File: config.mk
export PLATFORM = sky130hd
export DESIGN_NAME = eth_rx_engine
export DESIGN_NICKNAME = d
export VERILOG_FILES = /design/src/rtl/eth_rx_engine.sv
export SDC_FILE = /design/constraint.sdc
export NUM_CORES = 1
export LEC_CHECK = 0
export BUFFER_PORTS_ARGS = -buffer_cell sky130_fd_sc_hd__buf_2
export CAP_MARGIN = 0
export CORE_MARGIN = 4
export CORE_UTILIZATION = 57
export CTS_BUF_LIST = sky130_fd_sc_hd__clkbuf_4 sky130_fd_sc_hd__clkbuf_8
export DETAILED_ROUTE_END_ITERATION = 12
export PLACE_DENSITY = 0.89
export SLEW_MARGIN = 10
export SYNTH_ARGS = -nofsm -noshare
export SYNTH_HDL_FRONTEND = slang
export SYNTH_SLANG_ARGS = --single-unit
export TNS_END_PERCENT = 20
File: constraint.sdc
create_clock -name clk -period 2.65 [get_ports clk]
set_input_delay 0.265 -clock clk [delete_from_list [all_inputs] [get_ports clk]]
set_output_delay 0.265 -clock clk [all_outputs]
set_load 0.02 [all_outputs]
File: src/rtl/eth_rx_engine.sv
module eth_rx_engine #(
  parameter int FIFO_DEPTH = 32,
  parameter int MIN_OCTETS = 64,
  parameter int LEN_W      = 16
) (
  input  logic             clk,
  input  logic             rst_n,
  input  logic             rx_bit_en,
  input  logic             rxd,
  input  logic             crs,
  input  logic             col,
  input  logic             tx_busy,
  input  logic             buf_ready,
  input  logic             rej_col,
  input  logic             rej_err,
  input  logic             da_hit,
  input  logic             fifo_rd,
  output logic [7:0]       fifo_dout,
  output logic             fifo_empty,
  output logic             da_valid,
  output logic [47:0]      da_addr,
  output logic             st_valid,
  output logic             st_align,
  output logic             st_crc,
  output logic             st_runt,
  output logic             st_col,
  output logic             st_self,
  output logic [2:0]       st_cause,
  output logic [LEN_W-1:0] st_octets
);
  localparam int          AW      = $clog2(FIFO_DEPTH);
  localparam logic [7:0]  DELIM   = 8'b10101011;
  localparam logic [31:0] POLY    = 32'h04C11DB7;
  localparam logic [31:0] RESIDUE = 32'hC704DD7B;
  localparam logic [2:0]  C_NONE = 3'd0, C_OVR = 3'd1, C_MIS = 3'd2,
                          C_RES  = 3'd3, C_COL = 3'd4, C_ERR = 3'd5;

  logic [7:0]       mem [FIFO_DEPTH];
  logic [AW:0]      wr_ptr, rd_ptr, base_ptr;
  logic             in_frame, mon, accepted, col_seen;
  logic [7:0]       hunt_sh, oct_sh;
  logic [2:0]       bit_ph;
  logic [LEN_W-1:0] oct_cnt;
  logic [31:0]      crc, crc_oct;
  logic [2:0]       cause;

  wire [7:0]  hunt_nx   = {hunt_sh[6:0], rxd};
  wire [7:0]  oct_nx    = {rxd, oct_sh[7:1]};
  wire        fb        = crc[31] ^ rxd;
  wire [31:0] crc_nx    = {crc[30:0], 1'b0} ^ (fb ? POLY : 32'h0);
  wire        oct_done  = in_frame && crs && rx_bit_en && (bit_ph == 3'd7);
  wire [AW:0] fill      = wr_ptr - rd_ptr;
  wire        full      = (fill == (AW+1)'(FIFO_DEPTH));
  wire        can_write = !mon && (cause == C_NONE);
  wire        push      = oct_done && can_write && !full;
  wire [AW:0] vis_ptr   = accepted ? wr_ptr : base_ptr;
  wire        crc_bad   = (crc_oct != RESIDUE);
  wire        short_f   = (oct_cnt < LEN_W'(MIN_OCTETS));
  wire        misalign  = (bit_ph != 3'd0) && crc_bad;
  wire        err_any   = crc_bad || short_f || misalign;

  assign fifo_empty = (rd_ptr == vis_ptr);
  assign fifo_dout  = mem[rd_ptr[AW-1:0]];

  always_ff @(posedge clk)
    if (push) mem[wr_ptr[AW-1:0]] <= oct_nx;

  always_ff @(posedge clk)
    if (!rst_n) rd_ptr <= '0;
    else if (fifo_rd && !fifo_empty) rd_ptr <= rd_ptr + (AW+1)'(1);

  always_ff @(posedge clk) begin
    if (!rst_n) begin
      wr_ptr <= '0; base_ptr <= '0;
      in_frame <= 1'b0; mon <= 1'b0; accepted <= 1'b0; col_seen <= 1'b0;
      hunt_sh <= '0; oct_sh <= '0; bit_ph <= '0; oct_cnt <= '0;
      crc <= '1; crc_oct <= '1; cause <= C_NONE;
      da_valid <= 1'b0; da_addr <= '0;
      st_valid <= 1'b0; st_align <= 1'b0; st_crc <= 1'b0; st_runt <= 1'b0;
      st_col <= 1'b0; st_self <= 1'b0; st_cause <= C_NONE; st_octets <= '0;
    end else begin
      da_valid <= 1'b0;
      st_valid <= 1'b0;
      if (!in_frame) begin
        if (!crs) hunt_sh <= '0;
        else if (rx_bit_en) begin
          hunt_sh <= hunt_nx;
          if (hunt_nx == DELIM) begin
            in_frame <= 1'b1;
            mon      <= tx_busy;
            accepted <= 1'b0;
            col_seen <= 1'b0;
            cause    <= (tx_busy || buf_ready) ? C_NONE : C_RES;
            crc      <= '1;
            crc_oct  <= '1;
            bit_ph   <= '0;
            oct_cnt  <= '0;
          end
        end
      end else if (!crs) begin
        in_frame  <= 1'b0;
        hunt_sh   <= '0;
        st_valid  <= 1'b1;
        st_crc    <= crc_bad;
        st_align  <= misalign;
        st_runt   <= short_f;
        st_col    <= col_seen;
        st_self   <= mon;
        st_octets <= oct_cnt;
        st_cause  <= (cause == C_NONE && rej_err && err_any) ? C_ERR : cause;
        if (accepted) base_ptr <= wr_ptr;
        else          wr_ptr   <= base_ptr;
      end else begin
        if (da_valid && cause == C_NONE) begin
          if (da_hit) accepted <= 1'b1;
          else        cause    <= C_MIS;
        end
        if (col) begin
          col_seen <= 1'b1;
          if (rej_col && cause == C_NONE) cause <= C_COL;
        end
        if (rx_bit_en) begin
          crc    <= crc_nx;
          bit_ph <= bit_ph + 3'd1;
          oct_sh <= oct_nx;
          if (bit_ph == 3'd7) begin
            crc_oct <= crc_nx;
            if (oct_cnt != '1) oct_cnt <= oct_cnt + LEN_W'(1);
            if (oct_cnt < LEN_W'(6)) da_addr <= {oct_nx, da_addr[47:8]};
            if (oct_cnt == LEN_W'(5) && can_write) da_valid <= 1'b1;
            if (can_write) begin
              if (full) cause  <= C_OVR;
              else      wr_ptr <= wr_ptr + (AW+1)'(1);
            end
          end
        end
      end
    end
  end
endmodule

## Word level (Yosys, flattened, before mapping)

Memories as Yosys holds them, arrays and structs flattened. A register that Yosys moved wholly into a read port is not among the register bits.
Index checks and enable logic that the tools add are counted.

| storage, ports and cells | value |
|---|---|
| register bits after elaboration | 197 |
| bits in latches | 0 |
| bits in writable memories | 256 |
| memories | 1 |
| ROM bits | 0 |

Memories:

| memory | words | width | rd ports | clocked after memory_dff | write ports | RTL line | text |
|---|---|---|---|---|---|---|---|
| mem | 32 | 8 | 1 | 1 | 1 | 38 | `logic [7:0] mem [FIFO_DEPTH];` |

| cells by class | value |
|---|---|
| reduce and logical (&&, ||, !) cells | 37 |
| $add $sub $neg | 5 |
| equal/unequal tests | 17 |
| div/mod/pow operators | 0 |
| bitwise gates (word level) | 4 |
| shift-type cells | 0 |
| $lt $le $gt $ge | 2 |
| muxes and demuxes | 71 |
| $mul | 0 |

Operators with widths:

| kind | count |
|---|---|
| two-way mux 32 bit | 10 |
| two-way mux 16 bit | 8 |
| two-way mux 3 bit | 20 |
| two-way mux 6 bit | 6 |
| != test 32 bit (second input constant) | 1 |
| bitwise XOR 32 x 27 -> 32 bit | 1 |
| two-way mux 7 bit | 4 |
| two-way mux 27 bit | 1 |
| AND reduction 5 bit | 5 |
| two-way mux 1 bit | 19 |
| adder 16 x 1 -> 16 bit (second input constant) | 1 |
| equality test 16 x 3 -> 1 bit (second input constant) | 1 |
| less-than comparator 16 x 3 -> 1 bit (second input constant) | 1 |
| less-than comparator 16 x 7 -> 1 bit (second input constant) | 1 |
| != test 16 bit (second input constant) | 1 |
| logical AND 1 bit | 13 |
| adder 6 x 1 -> 6 bit (second input constant) | 2 |
| AND reduction 4 bit | 3 |
| two-way mux 5 bit | 2 |
| != test 2 x 1 -> 1 bit (second input constant) | 5 |
| != test 2 bit (second input constant) | 5 |
| AND reduction 3 bit | 3 |
| equality test 8 bit (second input constant) | 1 |
| equality test 6 bit | 1 |
| other kinds (13) | 21 |

## Logic depth before layout (Yosys ltp)

Gate-level depths: netlist of the first run.

| logic depth | value |
|---|---|
| depth after elaboration | 11 |
| depth in mapped cells | 9 |

## Worst setup path after synthesis of the first run

OpenSTA, ideal clock, no wires.

| timing | value |
|---|---|
| kind | reg-to-reg |
| start | register rd_ptr[4] |
| end | memory mem[31][0] (enable) |
| stages on the path, launching flop included | 10 |
| setup slack | -263 ps |
| arrival | 2542 ps |
| data required time | 2280 ps |
| setup time | 370 ps |
| path through | dfxtp_1 inv_1 ha_1 and3_1 o21a_1 a311oi_1 a311oi_2 clkbuf_1 nand4b_1 nor2_1 |

| on the way | value |
|---|---|
| longest elaborated chain between the ends | 6 |

RTL lines:

| what | RTL line | text |
|---|---|---|
| start, declared | 39 | `logic [AW:0] wr_ptr, rd_ptr, base_ptr;` |
| start signal, assigned | 70 | `else if (fifo_rd && !fifo_empty) rd_ptr <= rd_ptr + (AW+1)'(1);` |
| subtractor 6 bit | 52 | `wire [AW:0] fill = wr_ptr - rd_ptr;` |
| equality test 6 bit | 53 | `wire full = (fill == (AW+1)'(FIFO_DEPTH));` |
| logical NOT 1 bit | 55 | `wire push = oct_done && can_write && !full;` |
| logical AND 1 bit | 55 |  |
| two-way mux 1 bit | 66 | `if (push) mem[wr_ptr[AW-1:0]] <= oct_nx;` |
| two-way mux 1 bit (not written as such) | 66 |  |
| end, declared | 38 |  |

No other way between the ends.

==> results of run 1 <==
==> placed cells by master (no fill, tap or decap), drive strengths merged, types with 23 or more instances in the layout <==
cell type	n
a21oi	104
mux2i	23
buf	166
mux4	80
nor2	95
clkbuf	100
nand2	260
o211ai	23
nand3	47
xnor2	35
edfxtp	256
dfxtp	201
==> worst paths after layout <==
kind | start | end
hold / removal | rej_col | cause[2]
setup reg to reg | rd_ptr[3] | mem[8][1]
setup / recovery | flop | fifo_dout[0]
hold reg to reg | st_octets[8] | st_octets[8]
==> cell usage after synthesis, drive strengths merged, types with 2 or more instances <==
master   number
nand3        47
inv          18
ha           15
a211oi        4
o32ai         4
a21oi       104
o22ai         3
nor2b         4
or4           2
o31ai         2
mux2i        23
nor4          7
nand2       260
nor4b         3
dfxtp       201
nand4bb       2
o21ai         9
a22oi         4
o21a          2
mux2          8
a221o        18
a31oi         3
a311oi        2
nor3b         2
or3           4
and2          5
nand4b        8
nor2         95
xor2          3
a211o         6
a21o          3
o211ai       23
edfxtp      256
nand2b        9
nand4        13
xnor2        35
nor3         16
clkbuf       64
and3          5
a21boi        2
mux4         80
buf          25
and4          2
==> power by group through the flow <==
stage,Sequential [mW],Combinational [mW],Clock (mW)
6_report,7.41,0.127,5.87
5_1_grt,7.41,0.138,6.27
4_1_cts,7.41,0.125,5.93
3_5_place_dp,7.57,0.120,0
3_3_place_gp,7.57,0.118,0
2_1_floorplan,7.57,0.0739,0
==> metrics by stage <==
stage / setup WS, ps / power [mW] / area [µm²] / TNS (ps) / utilization
final: -458 / 13.4 / 21300 / -3500 / 0.675
after CTS: -458 / 13.5 / 21100 / -3620 / 0.668
after floorplan: -239 / 7.64 / 18200 / -16890 / -
after global placement: 12.8 / 7.69 / 19400 / 0 / 0.615
after global routing: -506 / 13.8 / 21300 / -11260 / 0.675
after detailed placement: -221 / 7.69 / 19400 / -28560 / 0.615
==> registers in the layout (all words and copies together), names as in the netlist, 3 cells and up, named ones only <==
signal and flops:
base_ptr 6, bit_ph 3, cause 3, crc 32, crc_oct 32, da_addr 48, hunt_sh 7, mem 256
oct_cnt 16, oct_sh 7, rd_ptr 6, st_cause 3, st_octets 16, wr_ptr 6
==> cell families after synthesis <==
family | count (synthesis) | share of synthesized area
compound gates | 196 | 0.0694
mux | 111 | 0.117
fa+ha+maj | 15 | 0.0103
flops | 457 | 0.644
xor+xnor | 38 | 0.0183
simple gates | 485 | 0.117
buf+inv | 108 | 0.0247
==> layer usage <==
metal | vias to the layer above | routed length, µm | global-route usage
met5 | - | 0 | 0
met4 | 0 | 1430 | 0.0904
met3 | 119 | 4200 | 0.0554
met2 | 711 | 22700 | 0.422
met1 | 6076 | 16700 | 0.330
li1 | 5503 | - | -
==> worst reg2reg max path: cells and delay by family, from the launching register on <==
family                   cells  cell delay, ps
buffers and inverters        3             560
flip-flops                   1             350
AO/OA/AOI/OAI                3             890
AND/OR/NAND/NOR              2             300
adder cells (fa/ha/maj)      1             290
==> area by class of cell <==
class	count	area share
tap	402	0.0236
sequential	457	0.550
clock inverter	25	0.00705
clock buffer	99	0.0587
multi-input combinational	845	0.299
timing repair buffer	171	0.0584
inverter	19	0.00335
==> timing repair <==
item / 4_1_cts / 5_1_grt
hold endpoints to repair: 5 / 0
setup buffers: 5 / 0
hold buffers: 4 / 0
setup endpoints to repair: 257 / 255
resized for setup: 48 / 43
cloned: 2 / 1
==> results_dict.tcl, run 1 <==
set metrics [dict create \
    finalCritPeriodShare 1.17 \
    status "finished, violations left" \
    cts_tree "done" \
    numPortBuffers 94 \
    crit_family "multiplexers" \
    combPwrFrac 0.009 \
    max_stage_delay_ps 540 \
    rsz0062_at_grt "yes" \
    cts_root_buf "clkbuf_8" \
    rrSetupSlack_ps 10 \
    fill_cells 2027 \
    intPower_mw 10.6 \
    worst-path-max-fanout 7 \
    p_switching_mw 2.81 \
    start_kind "flop" \
    crit_path_end_kind "output pin" \
    hold_class "input port to flop" \
    numCtsBuffers 70 \
    clkPwrFrac 0.438 \
    start_util 0.577 \
    htreeDepth 3 \
    crit_path_cell_trace "buf_6, buf_16, mux4_2, mux4_2, mux2_4, buf_6" \
    p_seq_frac 0.553 \
    drtIter0Drc 1442 \
    min_path_cells 4 \
    grt_pass1_wl_um 70000 \
    via_per_inst 6.15 \
    routedWlPerCell_um 22.3 \
    r2r_cells 9 \
    synthCells 1410 \
    ys_warn_count 0 \
    final-seq-area_um2 11700 \
    chipHeight_um 187 \
    routed_wirelength_um 45000 \
    synth_edf_count 256 \
    cp_data_required_time_ps 2380 \
    switching_share 0.209 \
    skew_ps 45.8 \
    max-slew-margin-rel 0.426 \
    worstPathBufferInverterCount 3 \
    syn_nets 1437 \
    syn_to_final_growth_pct 17.0 \
    drive_above_1_share 0.259 \
    pin_count 95 \
    die_area_um2 34800 \
    die_w_um 187 \
    finalNetCount 1591 \
    yosysSeqAreaShare 0.644 \
    drc 0 \
    min_period_ps 3110 \
    drv_cap 0 \
    synth_ff_type "edfxtp_1" \
    synth_top_area_frac 0.422 \
    critical_path.slowest_cell "mux4_2" \
    finalSetupViolations 8 \
    clk_path_buf_depth 3 \
    grt_pass1_vias 12200 \
    core_area_um2 31600 \
    fin_ws_ps -458 \
    p_per_area_nw_per_um2 630 \
    synth-seq-cells 457 \
    ys_async_sr_fraction 0 \
    drtAntennaViolNets 0 \
    hpwl_um 27600 \
    synth_area_um2 18200 \
    worst_pin_slew_ps 860 \
    antenna_found_initial 0 \
    ys_types 61 \
    synth_top_cell_by_area "edfxtp_1" \
    vias 12400 \
    peakVddDrop_mv 0.610 \
    clock-sinks 457 \
    firstDrtPassIters 8 \
    synth_area_leaders "edfxtp_1, dfxtp_1, mux4_2" \
    clock.fmax_ghz 0.322 \
    hold_viol 0 \
    rows 65 \
    violations "negative setup slack" \
    diodes 0 \
    overflow 0 \
    gp_congestion 0.867 \
    dp.cells 1883 \
    arrival_ps 2840 \
    grt_util_all_layers 0.253 \
    clk_latency_ps 610 \
    instances_no_fill 2018 \
    p_leak_nw 7.95 \
    worst-path-stages 6 \
    whs_ps 100 \
    path_clk_slew_ps 60 \
    multi_input_area_um2 6360 \
    drv_slew 0 \
    grt_start_max_net_pins 65 \
    avgSynthCellArea_um2 12.9 \
    worstSetupPathType "flop to output pin" \
]
Power figures use the tool's default switching activity.
==> run 2, diff against run 1 <==
CORE_UTILIZATION = 60   (was 57)
GPL_TIMING_DRIVEN = 1   (was unset)
clock period = 3.28 ns   (was 2.65 ns; I/O delays follow)
==> results_dict.tcl, run 2 (synthesis gave the netlist of run 1 again) <==
set metrics [dict create \
    status "completed" \
    finalSetupViolations 0 \
    numCtsBuffers 70 \
    skew_ps 28.1 \
    cp_data_required_time_ps 2950 \
    fin_setup_tns_ps 0 \
    worst_pin_slew_ps 918 \
    fin_ws_ps 139 \
    die_area_um2 33200 \
    fill_cells 1899 \
    chipHeight_um 182 \
    finalNetCount 1584 \
    final_common_cell "nand2_1" \
    fin_area_um2 20800 \
    clk_path_buf_depth 3 \
    r2r-start "wr_ptr[3]" \
    grt_util_all_layers 0.267 \
    drv_slew 0 \
    firstDrtPassIters 5 \
    drv_cap 0 \
    htreeDepth 3 \
    busiest_layer "met2" \
    grt_pass1_wl_um 69200 \
    final_cell_mix "nand2_1, edfxtp_1, dfxtp_1" \
    routedWlPerCell_um 22.2 \
    hold_viol 0 \
    p_leak_nw 7.89 \
    start_util 0.611 \
    use_met1 0.353 \
    antenna_found_initial 0 \
    clock-sinks 457 \
    start_kind "flop" \
    clk_latency_ps 590 \
    routed_wirelength_um 44300 \
    numPortBuffers 94 \
    grt_start_max_net_pins 65 \
    fin_util 0.698 \
    largest_reg_flops 256 \
    die_w_um 182 \
    min_period_ps 3140 \
    use_met2 0.447 \
    diodes 0 \
    finalCritPeriodShare 0.958 \
    gp_congestion 0.875 \
    hpwl_um 27900 \
    path_clk_slew_ps 60 \
    hold_class "input port to flop" \
    drc 0 \
    overflow 0 \
    place_area_um2 19400 \
    clock.fmax_ghz 0.318 \
    drtIter0Drc 1378 \
    crit_path_end_kind "output pin" \
    rows 63 \
    syn_to_final_growth_pct 14.3 \
    dp_slack_ps 413 \
    arrival_ps 2810 \
    p_per_area_nw_per_um2 518 \
    worst-path-max-fanout 24 \
    drive_above_1_share 0.239 \
    via_per_inst 6.12 \
    drtAntennaViolNets 0 \
    rsz0062_at_grt "no" \
    pin_count 95 \
    core_area_um2 29800 \
    cts_root_buf "clkbuf_8" \
    worstHoldStart "tx_busy" \
    vias 12200 \
    grtUsageMet3 0.0512 \
    grt_pass1_vias 12100 \
    cts_tree "done" \
    whs_ps 37.2 \
    peakVddDrop_mv 0.375 \
    max-slew-margin-rel 0.388 \
    worstSetupPathType "flop to output pin" \
]
-- run 2: cell count changes in the layout (fill, tap and decap cells not counted), moves of 5 or more --
cell	before	now
buf_2	87	94
dfxtp_2	2	8
nor2_4	32	0
dfxtp_1	198	192
mux2_2	3	8
nor2_1	62	94
mux2_4	5	0
buf_6	9	0
-- run 2: critical path, stage by stage (launching register included) --
cell	delay, ps
dfxtp_4	420
buf_12	240
mux4_2	570
mux4_2	520
mux2_2	310
buf_2	170
-- run 2: path summary, 6_finish.rpt --
kind                        to  slack, ps  cells past startpoint
setup / recovery  fifo_dout[3]        140                      5
hold / removal             mon         40                      3
setup reg to reg    mem[12][1]        370                     10
hold reg to reg     da_addr[0]        450                      2
-- run 2: through the flow --
stage | std cells | power (mW)
CTS | 1999 | 10.8
global route | 1999 | 11.1
finish | 1999 | 10.8
floorplan | 1410 | 6.17
detailed placement | 1872 | 6.21
global placement | 1872 | 6.21
-- run 2: repair_timing --
item | CTS | global route
hold buffers | 1 | 0
resized for setup | 0 | 0
buffers inserted | 2 | 0
endpoints found under the setup margin | 5 | 0
hold endpoints to repair | 1 | 0
-- run 2: layer usage --
metal,part of all wire,vias up
met4,0.031,0
met2,0.51,673
li1,-,5486
met1,0.38,5970
met3,0.082,106
met5,0,-
-- run 2: cell type report --
class	count	area [µm²]	share of cell area
Clock buffer	104	1300	0.0625
Tap cell	390	488	0.0235
Clock inverter	20	101	0.00487
Sequential cell	457	11700	0.564
Timing Repair Buffer	164	1050	0.0504
Multi-Input combinational cell	845	6060	0.291
Inverter	19	71.3	0.00343
-- run 2: where the power goes --
| group | total, mW | internal, mW | switching [mW] |
|---|---|---|---|
| registers | 5.99 | 5.99 | 0.000364 |
| clock network | 4.68 | 2.54 | 2.14 |
| logic | 0.101 | 0.0256 | 0.0754 |
| total | 10.8 | 8.56 | 2.22 |
